==> src/rtl/svm4_pkg.sv <==
package svm4_pkg;

  typedef logic [1:0] lvl_t;

  typedef struct packed {
    lvl_t       x;
    lvl_t       y;
    lvl_t       z;
    logic [2:0] perm;
    logic [2:0] tet;
  } cmd_t;

  // gate nibble {sw1,sw2,sw3,sw4} for one leg level
  function automatic logic [3:0] lvl_gates(input lvl_t l);
    case (l)
      2'd2:    return 4'b1100;
      2'd1:    return 4'b0110;
      default: return 4'b0011;
    endcase
  endfunction

  // a command is usable when every raised level stays within 0..2
  function automatic logic cmd_ok(input cmd_t c);
    return (c.x < 2'd2) && (c.y < 2'd2) && (c.z < 2'd2) && (c.perm < 3'd6);
  endfunction

  // candidate row (1..12) played in position slot (0..4) for a tetrahedron code
  function automatic logic [3:0] pick_row(input logic [2:0] tet, input logic [2:0] slot);
    logic [19:0] lst;
    case (tet)
      3'd1:    lst = {4'd1, 4'd4, 4'd7, 4'd10, 4'd11};
      3'd2:    lst = {4'd1, 4'd4, 4'd7, 4'd8,  4'd11};
      3'd3:    lst = {4'd1, 4'd4, 4'd5, 4'd8,  4'd11};
      3'd4:    lst = {4'd1, 4'd2, 4'd5, 4'd8,  4'd11};
      3'd5:    lst = {4'd2, 4'd5, 4'd8, 4'd9,  4'd12};
      3'd6:    lst = {4'd2, 4'd5, 4'd6, 4'd9,  4'd12};
      3'd7:    lst = {4'd2, 4'd3, 4'd6, 4'd9,  4'd12};
      default: lst = {4'd2, 4'd5, 4'd8, 4'd11, 4'd12};
    endcase
    return lst[(4 - int'(slot)) * 4 +: 4];
  endfunction

  // leg levels {a,b,c,d} of candidate row r
  function automatic logic [7:0] row_legs(input cmd_t c, input logic [3:0] r);
    logic [3:0] r0;
    logic [1:0] q;
    lvl_t       nl, xv, yv, zv, la, lb, lc;
    r0 = r - 4'd1;
    q  = 2'(r0 / 4'd3);
    nl = 2'(r0 % 4'd3);
    xv = c.x + {1'b0, q != 2'd0};
    yv = c.y + {1'b0, q >= 2'd2};
    zv = c.z + {1'b0, q == 2'd3};
    case (c.perm)
      3'd1:    {la, lb, lc} = {xv, zv, yv};
      3'd2:    {la, lb, lc} = {yv, xv, zv};
      3'd3:    {la, lb, lc} = {yv, zv, xv};
      3'd4:    {la, lb, lc} = {zv, xv, yv};
      3'd5:    {la, lb, lc} = {zv, yv, xv};
      default: {la, lb, lc} = {xv, yv, zv};
    endcase
    return {la, lb, lc, nl};
  endfunction

endpackage

==> src/rtl/svm4_timer.sv <==
module svm4_timer #(
  parameter int TW   = 6,
  parameter int HALF = 40
) (
  input  logic          clk,
  input  logic          rst,
  input  logic          restart,
  input  logic          adv,
  input  logic [TW-1:0] d0,
  input  logic [TW-1:0] d1,
  input  logic [TW-1:0] d2,
  input  logic [TW-1:0] d3,
  output logic [2:0]    slot,
  output logic          in_second,
  output logic          at_zero
);
  localparam int PER = 2 * HALF;
  localparam int CW  = $clog2(PER);
  localparam int SW  = (CW > TW + 2) ? CW : TW + 2;

  logic [CW-1:0] cnt;
  logic [SW-1:0] u, e1, e2, e3, e4;

  always_ff @(posedge clk) begin
    if (rst || restart)  cnt <= '0;
    else if (adv)        cnt <= (cnt == CW'(PER - 1)) ? '0 : cnt + 1'b1;
  end

  assign at_zero   = (cnt == '0);
  assign in_second = SW'(cnt) >= SW'(HALF);
  // fold the second half onto the first so both halves share one boundary set
  assign u  = in_second ? SW'(PER - 1) - SW'(cnt) : SW'(cnt);
  assign e1 = SW'(d0) - SW'(d0 >> 1);
  assign e2 = e1 + SW'(d1);
  assign e3 = e2 + SW'(d2);
  assign e4 = e3 + SW'(d3);

  always_comb begin
    if      (u < e1) slot = 3'd0;
    else if (u < e2) slot = 3'd1;
    else if (u < e3) slot = 3'd2;
    else if (u < e4) slot = 3'd3;
    else             slot = 3'd4;
  end
endmodule

==> src/rtl/svm4_rows.sv <==
module svm4_rows
  import svm4_pkg::*;
(
  input  cmd_t        cmd,
  input  logic [2:0]  slot,
  output logic [7:0]  legs
);
  logic [3:0] row;
  assign row  = pick_row(cmd.tet, slot);
  assign legs = row_legs(cmd, row);
endmodule

==> src/rtl/svm4_seq.sv <==
module svm4_seq
  import svm4_pkg::*;
#(
  parameter int TW   = 6,
  parameter int HALF = 40
) (
  input  logic          clk,
  input  logic          rst,
  input  logic          start,
  input  logic [1:0]    base_x,
  input  logic [1:0]    base_y,
  input  logic [1:0]    base_z,
  input  logic [2:0]    map_sel,
  input  logic [2:0]    sub_sel,
  input  logic [TW-1:0] dur0,
  input  logic [TW-1:0] dur1,
  input  logic [TW-1:0] dur2,
  input  logic [TW-1:0] dur3,
  output logic [15:0]   gates,
  output logic [7:0]    leg_lvl,
  output logic [8:0]    ph_diff,
  output logic          err_dwell,
  output logic          err_req
);
  localparam int SW = TW + 3;

  cmd_t          cmd_in, cmd_q;
  logic [TW-1:0] dq0, dq1, dq2, dq3;
  logic          run, req_good, dw_good, accept;
  logic [SW-1:0] dsum;
  logic [2:0]    slot;
  logic          in_second, at_zero;
  logic [7:0]    nxt_legs, leg_q;
  // events brought out for the checker
  logic          upd_q, first_q, half_q;

  assign cmd_in   = '{x: base_x, y: base_y, z: base_z, perm: map_sel, tet: sub_sel};
  assign req_good = cmd_ok(cmd_in);
  assign dsum     = SW'(dur0) + SW'(dur1) + SW'(dur2) + SW'(dur3);
  assign dw_good  = dsum <= SW'(HALF);
  assign accept   = start && req_good;

  svm4_timer #(.TW(TW), .HALF(HALF)) u_timer (
    .clk(clk), .rst(rst), .restart(accept), .adv(run && !start),
    .d0(dq0), .d1(dq1), .d2(dq2), .d3(dq3),
    .slot(slot), .in_second(in_second), .at_zero(at_zero)
  );

  svm4_rows u_rows (.cmd(cmd_q), .slot(slot), .legs(nxt_legs));

  always_ff @(posedge clk) begin
    if (rst) begin
      cmd_q     <= '0;
      {dq0, dq1, dq2, dq3} <= '0;
      run       <= 1'b0;
      err_dwell <= 1'b0;
      err_req   <= 1'b0;
      leg_q     <= 8'b01_01_01_01;
      upd_q     <= 1'b0;
      first_q   <= 1'b0;
      half_q    <= 1'b0;
    end else begin
      upd_q <= 1'b0;
      if (start) begin
        err_req   <= !req_good;
        err_dwell <= !dw_good;
        if (!req_good) begin
          run <= 1'b0;
        end else if (dw_good) begin
          cmd_q <= cmd_in;
          {dq0, dq1, dq2, dq3} <= {dur0, dur1, dur2, dur3};
          run   <= 1'b1;
        end
      end else if (run) begin
        leg_q   <= nxt_legs;
        upd_q   <= 1'b1;
        first_q <= at_zero;
        half_q  <= in_second;
      end
    end
  end

  assign leg_lvl = leg_q;

  for (genvar g = 0; g < 4; g++) begin : g_gate
    assign gates[4*g +: 4] = lvl_gates(leg_q[2*g +: 2]);
  end

  for (genvar g = 0; g < 3; g++) begin : g_phase
    assign ph_diff[3*g +: 3] = {1'b0, leg_q[2*(g+1) +: 2]} - {1'b0, leg_q[1:0]};
  end
endmodule

==> config.mk <==
export PLATFORM = sky130hd
export DESIGN_NAME = svm4_seq
export DESIGN_NICKNAME = d
export VERILOG_FILES = /design/src/rtl/svm4_pkg.sv /design/src/rtl/svm4_timer.sv /design/src/rtl/svm4_rows.sv /design/src/rtl/svm4_seq.sv
export SDC_FILE = /design/constraint.sdc
export NUM_CORES = 1
export LEC_CHECK = 0
export ABC_AREA = 1
export BUFFER_PORTS_ARGS = -buffer_cell sky130_fd_sc_hd__buf_2
export CAP_MARGIN = 20
export CORE_MARGIN = 5
export CORE_UTILIZATION = 50
export DETAILED_ROUTE_END_ITERATION = 6
export PLACE_DENSITY = 0.71
export SLEW_MARGIN = 20
export SYNTH_ARGS = -nofsm -noshare
export SYNTH_HDL_FRONTEND = slang
export SYNTH_SLANG_ARGS = --single-unit
==> constraint.sdc <==
create_clock -name clk -period 13 [get_ports clk]
set_input_delay 1.95 -clock clk [delete_from_list [all_inputs] [get_ports clk]]
set_output_delay 1.95 -clock clk [all_outputs]
set_load 0.01 [all_outputs]
==> results_dict.tcl <==
set metrics [dict create \
    areaGrowthSynthToFinish_pct 10.9 \
    crit_required_ps 13180 \
    yosys_warnings 0 \
    numCtsBuffers 5 \
    synthDominantCellAreaShare_pct 20.4 \
    synthCells 715 \
    synth_seq_area_share_pct 20.4 \
    clock_skew_ps 12.1 \
    drive_gt1_share_pct 16.6 \
    netlist_area_um2 5290 \
    regArea_um2 1080 \
    fillers 954 \
    vias 4766 \
    async_flop_share_pct 0 \
    io_pins 74 \
    detail-route-antenna-nets 0 \
    antennaDiodeCount 0 \
    hold_viol_final 0 \
    cpMostUsedCell "ha_1" \
    drtPass1Iterations 5 \
    report.final.setup_viol 0 \
    tightestPinTransition_ps 953 \
    outcome "completed" \
    rsz0062_at_grt "no" \
    hold_start "cmd_q[7]" \
    end_kind "flip-flop" \
    post_cts_buffers 0 \
    synth_area_leaders "dfxtp_1 20%, ha_1 20%, nand2_1 9.9%" \
    clockRootBuffer "clkbuf_8" \
    syn_nets 858 \
    clkLatencyLatePin_ps 320 \
    start_util_pct 51.2 \
    rows 37 \
    worstPathMaxFanout 6 \
    fmax_mhz 117 \
    hpwl_um 10000 \
    cp-startpoint "dq0[1]" \
    cts_resized 0 \
    critPathSlowestCell "fa_1" \
    h-tree-depth 2 \
    synth_top_area_cell "dfxtp_1" \
    post_drt_wl_per_cell_um 12.9 \
    die_x_um 113 \
    slew_headroom_pct 36.2 \
    fin_nets 925 \
    post-route-min-period_ps 8530 \
    clock_sinks 54 \
    pre_cts_ws_ps 4500 \
    die-area_um2 12700 \
    fin_crit_sh_pct 65.6 \
    clk_pin_slew_ps 110 \
    grt_pass1_vias 4557 \
    io_buffer_count 73 \
    track_usage_pct 19.1 \
    worst-setup-path-type "reg2reg" \
    ys_types 44 \
    die_y_um 113 \
    grt_max_degree 49 \
    worst_slack_ps 4470 \
    clock_tree.buffer_depth 2 \
    vias_per_cell 5.19 \
    overflow 0 \
    finalWeightedCongestion 0.888 \
    core_um2 10300 \
    drt_iter0_drc 222 \
    cts_hold_buf 0 \
    drv_slew 0 \
    cp_data_arrival_time_ps 8710 \
    setup_tns_ps 0 \
    multiInputGateArea_um2 3710 \
    drc 0 \
    avgSynthCellArea_um2 7.40 \
    r2r_start "dq0[1]" \
    drv_cap 0 \
    ys_ff_latch 54 \
    hold_path.class "reg2reg" \
    cts_tree "done" \
    finalWirelength_um 11800 \
    synth_edf_count 0 \
    crit_path_start_kind "flip-flop" \
    antenna_found_initial 0 \
    slowest_delay_ps 430 \
    ys.flop_type "dfxtp_1" \
    grt_pass1_wl_um 20700 \
]
metrics by stage:
step	util [%]	hold WS [ps]	cell area (um2)	instances
after floorplan	-	431	5290	715
after global placement	55.9	444	5770	911
after detailed placement	55.9	448	5770	911
after CTS	56.8	466	5860	919
after global routing	56.8	474	5860	919
final	56.8	462	5860	919
sequential cells by signal, indices dropped and copies added, names as in the netlist:
register     flops
cmd_q           12
leg_lvl          8
u_timer.cnt      7
dq0              6
dq1              6
dq2              6
dq3              6
err_dwell        1
err_req          1
run              1
worst max-delay path: cells and delay by family (launching register included):
kind                     cells  cell delay [ps]
adder cells (fa/ha/maj)     12             3250
XOR/XNOR                     4              680
AO/OA/AOI/OAI                9             1190
buffers and inverters        7              480
flip-flops                   1              420
AND/OR/NAND/NOR             21             2370
area by class of cell:
class,count,share of cell area (%)
clock buffers,5,1.17
clock inverters,3,0.469
inverters,115,7.36
multi-input cells,532,63.3
flip-flops and latches,54,18.4
well taps,136,2.90
repair buffers,74,6.36
logic make-up after synthesis:
logic type | after synthesis | share of synthesized area, %
xor gates and xnor gates | 30 | 4.97
AOI/OAI and AO/OA | 125 | 13.3
adders and majority gates | 104 | 27.3
buffers and inverters | 129 | 9.37
muxes | 1 | 0.213
and+or+nand+nor | 272 | 24.4
DFF | 54 | 20.4
path summary, 6_finish.rpt:
path / end / slack [ps] / cells past startpoint
setup / recovery: leg_lvl[2] / 4470 / 53
hold / removal: cmd_q[7] / 460 / 2
setup reg to reg: leg_lvl[2] / 4470 / 53
hold reg to reg: cmd_q[7] / 460 / 2
Yosys cell counts (4+ instances only):
cell type	number
a21oi_2	5
dfxtp_1	54
fa_1	19
a21oi_1	72
nand2_2	16
nor2_1	42
xnor2_1	6
nand2_1	139
xor2_1	24
clkbuf_1	12
inv_2	5
nand3_1	42
ha_1	85
o21ai_0	25
a211oi_1	4
nand3_2	8
inv_1	109
layer usage:
layer	routed length (um)	up-vias	global-route usage, %
met2	5380	105	30.9
met4	92	0	3.04
met1	5710	2186	27.2
met5	0	-	0
li1	-	2465	-
met3	635	10	3.16
cells in the final DEF, fill, tap and decap left out, types with 2 or more instances in the layout:
cell type,netlist,final
a2111oi_0,2,2
a211oi_1,4,4
a21oi_1,72,72
a21oi_2,5,5
a31oi_1,3,3
and2_1,3,3
buf_2,0,73
clkbuf_8,0,5
dfxtp_1,54,54
fa_1,19,19
ha_1,85,85
inv_1,109,109
inv_2,5,5
nand2_1,139,139
nand2_2,16,16
nand2_4,3,3
nand3_1,42,42
nand3_2,8,8
nand3_4,2,2
nand3b_1,3,3
nand4_1,3,3
nand4_2,2,2
nor2_1,42,42
nor2_2,2,2
nor3_1,3,3
o21ai_0,25,25
o21ai_1,3,3
o21bai_1,3,3
or2_2,2,2
xnor2_1,6,6
xor2_1,24,24
Power is left out: the tool's default activity adds up to more than one toggle a clock period on the data nets, which glitch-free logic cannot reach.
